===== src/rtl/mag_pkg.sv =====
package mag_pkg;

   typedef enum logic [1:0] {
      ACC_OK    = 2'd0,
      ACC_PANIC = 2'd1,
      ACC_FAULT = 2'd2
   } acc_status_e;

   // Byte count for a size code: 0 -> 1, 1 -> 2, otherwise 4.
   function automatic logic [2:0] span_bytes(input logic [1:0] code);
      case (code)
         2'd0:    return 3'd1;
         2'd1:    return 3'd2;
         default: return 3'd4;
      endcase
   endfunction

endpackage


===== src/rtl/mag_addr_gen.sv =====
module mag_addr_gen #(
   parameter int ADDR_W    = 32,
   parameter int PAGE_BITS = 12,
   localparam int PN_W     = ADDR_W - PAGE_BITS
) (
   input  logic [ADDR_W-1:0] base,
   input  logic [ADDR_W-1:0] off_imm,
   input  logic [ADDR_W-1:0] off_reg,
   input  logic              off_sel,
   input  logic [1:0]        size_code,
   output logic [ADDR_W-1:0] ea,
   output logic [ADDR_W-1:0] last_addr,
   output logic [PN_W-1:0]   first_pn,
   output logic [PN_W-1:0]   last_pn
);
   import mag_pkg::*;

   logic [ADDR_W-1:0] offset;
   logic [2:0]        extra;

   assign offset    = off_sel ? off_reg : off_imm;
   assign ea        = base + offset;
   assign extra     = span_bytes(size_code) - 3'd1;
   assign last_addr = ea + {{(ADDR_W-3){1'b0}}, extra};
   assign first_pn  = ea[ADDR_W-1:PAGE_BITS];
   assign last_pn   = last_addr[ADDR_W-1:PAGE_BITS];

endmodule


===== src/rtl/mag_perm_table.sv =====
module mag_perm_table #(
   parameter int NUM_PAGES = 64,
   parameter int PN_W      = 20,
   parameter int NPORTS    = 2,
   localparam int IDX_W    = $clog2(NUM_PAGES)
) (
   input  logic                        clk,
   input  logic                        rst_n,
   input  logic                        wr_en,
   input  logic [IDX_W-1:0]            wr_idx,
   input  logic                        wr_rd,
   input  logic                        wr_wr,
   input  logic [NPORTS-1:0][PN_W-1:0] q_pn,
   output logic [NPORTS-1:0]           q_rd,
   output logic [NPORTS-1:0]           q_wr
);

   logic [NUM_PAGES-1:0] rd_bits;
   logic [NUM_PAGES-1:0] wr_bits;

   for (genvar g = 0; g < NUM_PAGES; g++) begin : g_page
      logic r_q;
      logic w_q;
      always_ff @(posedge clk) begin
         if (!rst_n) begin
            r_q <= 1'b0;
            w_q <= 1'b0;
         end else if (wr_en && (wr_idx == IDX_W'(g))) begin
            r_q <= wr_rd;
            w_q <= wr_wr;
         end
      end
      assign rd_bits[g] = r_q;
      assign wr_bits[g] = w_q;
   end

   for (genvar p = 0; p < NPORTS; p++) begin : g_port
      logic in_range;
      assign in_range = (q_pn[p][PN_W-1:IDX_W] == '0);
      assign q_rd[p]  = in_range & rd_bits[q_pn[p][IDX_W-1:0]];
      assign q_wr[p]  = in_range & wr_bits[q_pn[p][IDX_W-1:0]];
   end

endmodule


===== src/rtl/mag_classify.sv =====
module mag_classify #(
   parameter int ADDR_W                  = 32,
   parameter int PAGE_BITS               = 12,
   parameter logic [ADDR_W-1:0] PROT_LIMIT = ADDR_W'(32'h10000),
   localparam int PN_W                   = ADDR_W - PAGE_BITS
) (
   input  logic                  is_store,
   input  logic [ADDR_W-1:0]     ea,
   input  logic [ADDR_W-1:0]     last_addr,
   input  logic [PN_W-1:0]       first_pn,
   input  logic [PN_W-1:0]       last_pn,
   input  logic [1:0]            rd_ok,
   input  logic [1:0]            wr_ok,
   output mag_pkg::acc_status_e  status,
   output logic [ADDR_W-1:0]     fault_addr
);
   import mag_pkg::*;

   logic allow_first;
   logic allow_last;
   logic forbidden;

   assign allow_first = is_store ? wr_ok[0] : rd_ok[0];
   assign allow_last  = is_store ? wr_ok[1] : rd_ok[1];
   // last_addr below the limit also covers a wrap past the top.
   assign forbidden   = (ea < PROT_LIMIT) || (last_addr < PROT_LIMIT);

   always_comb begin
      status     = ACC_OK;
      fault_addr = '0;
      if (forbidden) begin
         status = ACC_PANIC;
      end else if (!allow_first) begin
         status     = ACC_FAULT;
         fault_addr = {first_pn, {PAGE_BITS{1'b0}}};
      end else if (!allow_last) begin
         status     = ACC_FAULT;
         fault_addr = {last_pn, {PAGE_BITS{1'b0}}};
      end
   end

endmodule


===== src/rtl/mag_lane_fmt.sv =====
module mag_lane_fmt #(
   parameter int DATA_W = 32,
   localparam int LANES = DATA_W / 8
) (
   input  logic [1:0]        size_code,
   input  logic [DATA_W-1:0] raw,
   output logic [DATA_W-1:0] shaped
);
   import mag_pkg::*;

   logic [2:0] nb;
   assign nb = span_bytes(size_code);

   for (genvar i = 0; i < LANES; i++) begin : g_lane
      logic keep;
      assign keep            = (32'(i) < 32'(nb));
      assign shaped[8*i +: 8] = keep ? raw[8*i +: 8] : 8'h00;
   end

endmodule


===== src/rtl/mem_access_guard.sv =====
module mem_access_guard #(
   parameter int ADDR_W                    = 32,
   parameter int DATA_W                    = 32,
   parameter int PAGE_BITS                 = 12,
   parameter int NUM_PAGES                 = 64,
   parameter logic [ADDR_W-1:0] PROT_LIMIT = ADDR_W'(32'h10000),
   parameter int PC_W                      = 32,
   parameter int LEN_W                     = 5,
   parameter int GAS_W                     = 64,
   parameter int ACCESS_GAS                = 2,
   localparam int IDX_W                    = $clog2(NUM_PAGES)
) (
   input  logic              clk,
   input  logic              rst_n,
   input  logic              req_valid,
   input  logic              req_store,
   input  logic [1:0]        req_size,
   input  logic [ADDR_W-1:0] req_base,
   input  logic [ADDR_W-1:0] req_off_imm,
   input  logic [ADDR_W-1:0] req_off_reg,
   input  logic              req_off_sel,
   input  logic [DATA_W-1:0] req_wdata,
   input  logic [PC_W-1:0]   req_pc,
   input  logic [LEN_W-1:0]  req_len,
   input  logic [GAS_W-1:0]  req_gas,
   input  logic              host_we,
   input  logic [IDX_W-1:0]  host_page,
   input  logic              host_rd,
   input  logic              host_wr,
   output logic              resp_valid,
   output logic [1:0]        resp_status,
   output logic [ADDR_W-1:0] resp_fault_addr,
   output logic [PC_W-1:0]   resp_pc,
   output logic [GAS_W-1:0]  resp_gas,
   output logic [DATA_W-1:0] resp_data,
   output logic              mem_en,
   output logic              mem_we,
   output logic [ADDR_W-1:0] mem_addr,
   output logic [1:0]        mem_size,
   output logic [DATA_W-1:0] mem_wdata,
   input  logic [DATA_W-1:0] mem_rdata
);
   import mag_pkg::*;

   localparam int PN_W = ADDR_W - PAGE_BITS;

   if (DATA_W != 32) begin : g_bad_data_w
      $error("DATA_W must be 32 for 1/2/4-byte accesses");
   end
   if (PN_W <= IDX_W) begin : g_bad_page_bits
      $error("ADDR_W must leave more page-number bits than the table index");
   end
   if ((NUM_PAGES < 2) || ((NUM_PAGES & (NUM_PAGES - 1)) != 0)) begin : g_bad_pages
      $error("NUM_PAGES must be a power of two of at least 2");
   end
   if (PROT_LIMIT[PAGE_BITS-1:0] != '0) begin : g_bad_limit
      $error("PROT_LIMIT must be page aligned");
   end

   logic [ADDR_W-1:0] ea;
   logic [ADDR_W-1:0] last_addr;
   logic [PN_W-1:0]   first_pn;
   logic [PN_W-1:0]   last_pn;

   mag_addr_gen #(
      .ADDR_W    (ADDR_W),
      .PAGE_BITS (PAGE_BITS)
   ) u_addr (
      .base      (req_base),
      .off_imm   (req_off_imm),
      .off_reg   (req_off_reg),
      .off_sel   (req_off_sel),
      .size_code (req_size),
      .ea        (ea),
      .last_addr (last_addr),
      .first_pn  (first_pn),
      .last_pn   (last_pn)
   );

   logic [1:0][PN_W-1:0] q_pn;
   logic [1:0]           q_rd;
   logic [1:0]           q_wr;

   assign q_pn[0] = first_pn;
   assign q_pn[1] = last_pn;

   mag_perm_table #(
      .NUM_PAGES (NUM_PAGES),
      .PN_W      (PN_W),
      .NPORTS    (2)
   ) u_tbl (
      .clk    (clk),
      .rst_n  (rst_n),
      .wr_en  (host_we),
      .wr_idx (host_page),
      .wr_rd  (host_rd),
      .wr_wr  (host_wr),
      .q_pn   (q_pn),
      .q_rd   (q_rd),
      .q_wr   (q_wr)
   );

   acc_status_e       st;
   logic [ADDR_W-1:0] flt_addr;

   mag_classify #(
      .ADDR_W     (ADDR_W),
      .PAGE_BITS  (PAGE_BITS),
      .PROT_LIMIT (PROT_LIMIT)
   ) u_cls (
      .is_store   (req_store),
      .ea         (ea),
      .last_addr  (last_addr),
      .first_pn   (first_pn),
      .last_pn    (last_pn),
      .rd_ok      (q_rd),
      .wr_ok      (q_wr),
      .status     (st),
      .fault_addr (flt_addr)
   );

   logic [DATA_W-1:0] wdata_shaped;
   logic [DATA_W-1:0] rdata_shaped;

   mag_lane_fmt #(.DATA_W(DATA_W)) u_wfmt (
      .size_code (req_size),
      .raw       (req_wdata),
      .shaped    (wdata_shaped)
   );

   mag_lane_fmt #(.DATA_W(DATA_W)) u_rfmt (
      .size_code (mem_size),
      .raw       (mem_rdata),
      .shaped    (rdata_shaped)
   );

   logic go;
   assign go = (st == ACC_OK);

   always_ff @(posedge clk) begin
      if (!rst_n) begin
         resp_valid      <= 1'b0;
         resp_status     <= 2'd0;
         resp_fault_addr <= '0;
         resp_pc         <= '0;
         resp_gas        <= '0;
         mem_en          <= 1'b0;
         mem_we          <= 1'b0;
         mem_addr        <= '0;
         mem_size        <= 2'd0;
         mem_wdata       <= '0;
      end else begin
         resp_valid <= req_valid;
         mem_en     <= req_valid && go;
         if (req_valid) begin
            resp_status     <= st;
            resp_fault_addr <= flt_addr;
            resp_pc         <= go ? (req_pc + PC_W'(req_len)) : req_pc;
            resp_gas        <= go ? (req_gas - GAS_W'(ACCESS_GAS)) : req_gas;
            mem_we          <= req_store && go;
            mem_addr        <= ea;
            mem_size        <= req_size;
            mem_wdata       <= req_store ? wdata_shaped : '0;
         end
      end
   end

   assign resp_data = (mem_en && !mem_we) ? rdata_shaped : '0;

endmodule


===== config.mk =====
export PLATFORM = sky130hd
export DESIGN_NAME = mem_access_guard
export DESIGN_NICKNAME = d
export VERILOG_FILES = /design/src/rtl/mag_pkg.sv /design/src/rtl/mag_addr_gen.sv /design/src/rtl/mag_perm_table.sv /design/src/rtl/mag_classify.sv /design/src/rtl/mag_lane_fmt.sv /design/src/rtl/mem_access_guard.sv
export SDC_FILE = /design/constraint.sdc
export NUM_CORES = 1
export LEC_CHECK = 0
export BUFFER_PORTS_ARGS = -buffer_cell sky130_fd_sc_hd__buf_2
export CORE_MARGIN = 2
export CORE_UTILIZATION = 40
export DETAILED_ROUTE_END_ITERATION = 8
export GPL_TIMING_DRIVEN = 0
export PLACE_DENSITY = 0.64
export SETUP_SLACK_MARGIN = 0.2
export SLEW_MARGIN = 20
export SYNTH_ARGS = -nofsm -noshare
export SYNTH_HDL_FRONTEND = slang
export SYNTH_SLANG_ARGS = --single-unit

===== constraint.sdc =====
create_clock -name clk -period 9.61 [get_ports clk]
set_input_delay 0.4805 -clock clk [delete_from_list [all_inputs] [get_ports clk]]
set_output_delay 0.4805 -clock clk [all_outputs]
set_load 0.01 [all_outputs]

==> flow_metrics.py, run 1 <==
metrics = {
    "finish": {
        "area_growth_pct": 23.9,
        "finalNetCount": 3484,
        "final_util": 0.499,
        "drive_above_1_share": 0.212,
        "stdcell_area_um2": 24300,
    },
    "routing": {
        "num_vias": 23500,
        "drc": 0,
        "first_pass_iters": 7,
        "drt-vias-per-instance": 6.15,
        "wl_per_cell_um": 26.2,
        "ant_nets": 0,
        "wl_mm": 100,
        "drt_iter0_markers": 2951,
    },
    "sta": {
        "fin_skew_ps": 25.9,
        "grt_setup_unrepaired": "no",
        "tns_ps": 0,
        "period_share": 0.868,
        "final_hold_viol_count": 0,
        "post-route-min-period_ps": 8340,
        "fmax_mhz": 120,
        "max_slew_margin": 0.181,
        "worst_slack_ps": 1270,
        "setup-violations-final": 0,
        "tightest_slew_ps": 1220,
        "finalMaxSlewViolations": 0,
    },
    "logic_synthesis": {
        "yosys.cell_count.top_type": "nand2_1",
        "postSynthAreaPerCell_um2": 7.48,
        "yosysUniqueCellTypes": 101,
        "ys_ff_latch": 315,
        "syn-cell-area_um2": 19600,
        "async_flop_share": 0,
        "ys.flop_type": "dfxtp_1",
        "synth_edf_count": 0,
        "synth_top_area_frac": 0.321,
        "synthTopCellsByArea": "dfxtp_1, nand2_1, a21oi_1",
        "netlist_top_cells_count": "nand2_1, dfxtp_1, a21oi_1",
        "syn_inst": 2623,
        "yosysSeqAreaShare": 0.321,
        "synth_top_area_cell": "dfxtp_1",
        "yosys_warnings": 0,
    },
    "setup_path": {
        "slowest_stage": "clkbuf_1",
        "endpoint_kind": "flop",
        "worstSetupPathType": "in -> reg",
        "rrSetupSlack_ps": 5800,
        "cp_top_family": "compound AO/OA/AOI/OAI gates",
        "r2r_end": "resp_pc[2]$_SDFFE_PN0P_",
        "arrival_ps": 8750,
        "path_buf_inv": 6,
        "critical_path.max_fanout": 10,
        "r2r_cells": 10,
        "cpPeakStageDelay_ps": 740,
        "cp_common_cell": "clkbuf_1",
        "path_cells": "clkbuf_1 > clkbuf_1 > mux2_2 > ha_1 > fa_1 > a21o_1 > a221oi_2 > xnor2_1 > nand4_1 > nor4_4 > a31oi_1 > a21boi_1 > clkbuf_1 > buf_2 > o221ai_1 > o22ai_1 > o31a_1 > nand4_4 > a2111oi_4 > buf_4 > buf_4 > mux2i_1 > a21oi_1",
        "rr_startpoint": "u_tbl.g_page[38].r_q$_SDFFE_PN0P_",
        "worstPathRequired_ps": 10020,
        "startpoint_type": "input port",
    },
    "global_route": {
        "grt_max_degree": 13,
        "antenna_found_initial": 9,
        "grt_pass1_wl_mm": 142,
        "grt_overflow": 0,
        "track_usage": 0.376,
        "grt_pass1_vias": 21600,
    },
    "floorplanning": {
        "dieArea_um2": 50800,
        "chipHeight_um": 225,
        "placeableCoreArea_um2": 48600,
        "rows": 81,
        "ioPinCount": 508,
        "start_util": 0.403,
        "die_w_um": 225,
    },
    "clock_tree": {
        "cts-root-buf": "clkbuf_16",
        "clk_latency_ps": 580,
        "clk_path_buf_depth": 3,
        "postCtsHoldBufs": 0,
        "postCtsSetupRepairBufs": 0,
        "cts_buffers": 39,
        "cts_resized": 0,
        "cts_tree": "done",
        "htreeDepth": 2,
        "cts_sinks": 315,
        "clk_pin_slew_ps": 60,
    },
    "min_path": {
        "hold_end": "mem_wdata[0]$_SDFFE_PN0P_",
        "hold_path.startpoint": "req_wdata[0]",
        "min-delay-path-class": "in -> reg",
        "holdPathStages": 3,
    },
    "placement": {
        "placedInstanceArea_um2": 22900,
        "place_congestion": 0.993,
        "post-place-ws_ps": 1070,
        "port_buffers": 488,
        "dp_hpwl_mm": 77.3,
    },
    "pwr": {
        "p_leak_uw": 0.00983,
        "totalPowerFinal_uw": 4320,
        "irDropWorstVdd_mv": 0.111,
        "p_per_area_nw_per_um2": 178,
    },
    "outcome": {
        "status": "completed",
    },
    "run": {
        "drv_cap": 0,
    },
}
[kinds of logic after synthesis]
kind of cell,share of synthesized area
other,0.000191
xor gates and xnor gates,0.0378
AOI/OAI and AO/OA,0.234
DFF,0.321
adders and majority gates,0.0287
buffers and inverters,0.0538
and+or+nand+nor,0.280
muxes,0.0436
[where the power goes]
part / internal [µW] / total, µW / switching, µW
Clock: 991 / 1630 / 635
Sequential: 1370 / 1410 / 41.0
Combinational: 389 / 1280 / 892
[state kept, by name (all words and copies together) (netlist names)]
| signal | flops |
|---|---|
| mem_addr | 32 |
| mem_en | 1 |
| mem_size | 2 |
| mem_wdata | 32 |
| mem_we | 1 |
| resp_fault_addr | 20 |
| resp_gas | 64 |
| resp_pc | 32 |
| resp_status | 2 |
| resp_valid | 1 |
| u_tbl.g_page.r_q | 64 |
| u_tbl.g_page.w_q | 64 |
[cell usage in the layout (no fill, tap or decap), types with 10 or more instances in the layout]
master and count:
a2bb2oi_1 13, nand3_1 170, buf_2 507, o211ai_1 31, a311oi_1 14, xnor2_1 25, nor3_1 54, nor2_1 202
dfxtp_1 315, clkbuf_1 177, nand4b_1 10, mux2_2 35, a311o_1 10, o21ai_0 153, nor4_1 18, nand2_1 380
or2_2 12, xor2_1 56, and3_1 82, a21oi_1 265, a31oi_1 26, conb_1 12, a21o_1 24, mux2i_1 42
nand2b_1 26, and2_1 27, ha_1 41, or4_1 10, o22ai_1 17, a22oi_1 33, a211oi_1 31, nand4_1 52
or3_1 27, inv_1 34, buf_4 19, o221ai_1 14, clkbuf_16 40
[layout make-up]
type	instances	area, µm²
timing repair buffer	489	2450
tap	622	778
clock buffer	54	1140
buffer	218	921
inverter	36	135
fill	4884	24300
clock inverter	12	231
sequential	315	6310
multi-input combinational	2065	12300
antenna	8	20.0
[metrics by stage]
step | hold slack [ps] | instances
floorplan | 436 | 2634
global placement | 440 | 3744
detailed placement | 443 | 3745
CTS | 125 | 3811
global route | 147 | 3816
finish | 136 | 3819
[how the worst max path moves through the flow]
stage               depth (start not counted)                        to  slack, ps         from
global placement                           21   resp_pc[2]$_SDFFE_PN0P_        760  req_off_sel
floorplan                                  22  resp_pc[16]$_SDFFE_PN0P_       3190  req_off_sel
detailed placement                         23   resp_pc[2]$_SDFFE_PN0P_       1070  req_off_sel
finish                                     23   resp_pc[2]$_SDFFE_PN0P_       1270  req_off_sel
CTS                                        23   resp_pc[2]$_SDFFE_PN0P_       1660  req_off_sel
global route                               23   resp_pc[2]$_SDFFE_PN0P_       1210  req_off_sel
[per-layer routing]
layer  vias up  share of wire  GRT usage
li1      10600              -          -
met1     11100           0.39      0.475
met2      1451           0.43      0.571
met3       320           0.11     0.0982
met4         4          0.068      0.236
met5         -        0.00035          0
[worst min-delay path: stages]
cell     delay, ps
buf_2           70
a22oi_1         50
nor2_1          80
Note: power is estimated with default switching activity, not from simulation.
==> run 2: changes to the inputs <==
CORE_MARGIN = default   (was 2)
CORE_UTILIZATION = 50   (was 40)
PLACE_DENSITY = 0.77   (was 0.64)
clock period = 7.68 ns   (was 9.61 ns; I/O delays follow)
==> run 2 against run 1 <==
  * First-iteration DRC count increased by 14%
  * Total power increased by 23%
  * Setup slack got worse by 970 ps
  * Clock skew increased by 0.78 ps
  * Worst hold slack got worse by 86 ps
  * Highest routed layer unchanged
==> flow_metrics.py, run 2 (same netlist as run 1, synthesis figures left out) <==
metrics = {
    "global_route": {
        "grt_overflow": 0,
        "antenna_found_initial": 11,
        "grt_pass1_vias": 21900,
        "grt_pass1_wl_mm": 141,
        "track_usage": 0.484,
        "grt_max_degree": 15,
    },
    "clock_tree": {
        "htreeDepth": 2,
        "clk_path_buf_depth": 3,
        "postCtsHoldBufs": 0,
        "cts_sinks": 315,
        "cts_tree": "done",
        "clk_pin_slew_ps": 70,
        "cts_buffers": 36,
        "clk_latency_ps": 580,
        "cts-root-buf": "clkbuf_16",
    },
    "routing": {
        "ant_nets": 0,
        "wl_mm": 101,
        "top_layer_used": "met5",
        "wl_per_cell_um": 27.1,
        "dr_wl_met2_mm": 40.4,
        "met3WireLength_mm": 15.7,
        "m1WireLength_mm": 38.4,
        "drc": 0,
        "drt-vias-per-instance": 6.59,
        "drt_iter0_markers": 3376,
        "first_pass_iters": 8,
        "num_vias": 24600,
    },
    "run": {
        "drv_cap": 0,
    },
    "min_path": {
        "min-delay-path-class": "in -> reg",
    },
    "setup_path": {
        "path_cells": "clkbuf_1 > clkbuf_1 > mux2_2 > ha_1 > and3_1 > a221oi_4 > xnor2_1 > nand4_1 > nor4_4 > a31oi_1 > a21boi_2 > clkbuf_2 > buf_2 > o221ai_1 > o22ai_1 > o31a_1 > nand4_4 > a2111oi_4 > buf_4 > and3_1 > mux2_1 > nand3_1",
        "endpoint_kind": "flop",
        "path_buf_inv": 5,
        "arrival_ps": 7880,
        "cp_top_family": "compound AO/OA/AOI/OAI gates",
        "worstSetupPathType": "in -> reg",
        "worstPathRequired_ps": 8180,
        "startpoint_type": "input port",
        "critical_path.max_fanout": 10,
        "slowest_stage": "nor4_4",
        "cpPeakStageDelay_ps": 540,
    },
    "pwr": {
        "p_per_area_nw_per_um2": 219,
        "irDropWorstVdd_mv": 0.152,
        "p_leak_uw": 0.00986,
    },
    "sta": {
        "grt_setup_unrepaired": "no",
        "post-route-min-period_ps": 7370,
        "max_slew_margin": 0.221,
        "final_hold_viol_count": 0,
        "fmax_mhz": 136,
        "tightest_slew_ps": 1160,
        "setup-violations-final": 0,
        "fin_skew_ps": 26.7,
        "finalMaxSlewViolations": 0,
        "period_share": 0.960,
    },
    "finish": {
        "final_cell_mix": "buf_2, nand2_1, dfxtp_1, a21oi_1, nor2_1",
        "drive_above_1_share": 0.220,
        "area_growth_pct": 23.4,
        "nFillCells": 3510,
        "finalNetCount": 3487,
        "final_util": 0.626,
        "top_regs": "resp_gas (64), u_tbl.g_page.r_q (64), u_tbl.g_page.w_q (64)",
        "layout.cells.most_common": "buf_2",
        "stdcell_area_um2": 24200,
    },
    "placement": {
        "port_buffers": 488,
        "dp_hpwl_mm": 77.3,
        "place_congestion": 1.06,
        "placedInstanceArea_um2": 22800,
    },
    "floorplanning": {
        "placeableCoreArea_um2": 38600,
        "ioPinCount": 508,
        "rows": 72,
        "dieArea_um2": 40000,
        "die_w_um": 200,
        "chipHeight_um": 200,
        "start_util": 0.508,
    },
    "outcome": {
        "status": "completed",
    },
}
==> run 2: changes by cell type in the layout (fill, tap and decap cells not counted), sizes merged <==
cell      previous run  this run
buf                535       539
bufinv               6         5
clkbuf             226       217
clkinv               4        14
clkinvlp             1         2
diode                8        16
==> run 2: where the power goes <==
group | switching (µW) | total, µW | internal (µW)
clock | 785 | 1880 | 1090
combinational | 1140 | 1640 | 500
sequential | 68.6 | 1780 | 1710
==> run 2: final cells by class <==
type                       count  area (µm²)  area share
clock buffer                  43         987      0.0408
timing repair buffer         495        2490       0.103
multi-input combinational   2065       12400       0.512
sequential                   315        6310       0.260
buffer                       218         941      0.0389
antenna                       16        40.0     0.00165
clock inverter                22         267      0.0110
tap                          518         648      0.0268
inverter                      36         135     0.00558
==> run 2: final timing paths <==
| kind | startpoint | slack, ps | to | cells past startpoint |
|---|---|---|---|---|
| max | req_off_sel | 310 | resp_gas[52]$_SDFFE_PN0P_ | 22 |
| min | req_wdata[12] | 50 | mem_wdata[12]$_SDFFE_PN0P_ | 3 |
| max reg2reg | u_tbl.g_page[45].r_q$_SDFFE_PN0P_ | 3840 | resp_gas[62]$_SDFFE_PN0P_ | 12 |
| min reg2reg | u_tbl.g_page[21].w_q$_SDFFE_PN0P_ | 460 | u_tbl.g_page[21].w_q$_SDFFE_PN0P_ | 2 |
==> run 2: what timing repair did <==
action	4_1_cts	5_1_grt
pin swaps	0	3
gates resized for setup	3	29
setup buffers	0	7
setup endpoints to repair	76	116
==> run 2: per-layer routing <==
metal,up-vias,global-route usage
li1,10600,-
met1,11600,0.629
met2,1994,0.666
met3,410,0.193
met4,2,0.285
met5,-,0.0272
==> run 2: stage by stage <==
stage / total power [µW] / setup TNS, ps / instances / setup WS, ps / hold slack [ps]
6_report: 5300 / 0 / 3728 / 305 / 50.3
5_1_grt: 5400 / 0 / 3721 / 216 / 66.3
4_1_cts: 5160 / 0 / 3705 / 333 / 48.2
3_5_place_dp: 3320 / -50230 / 3640 / -652 / 447
3_3_place_gp: 3310 / -67170 / 3640 / -836 / 439
2_1_floorplan: 2660 / 0 / 2634 / 1360 / 436
==> run 2: worst min-delay path: stages <==
cell,delay (ps)
buf_2,80
a22oi_1,50
nor2_1,70
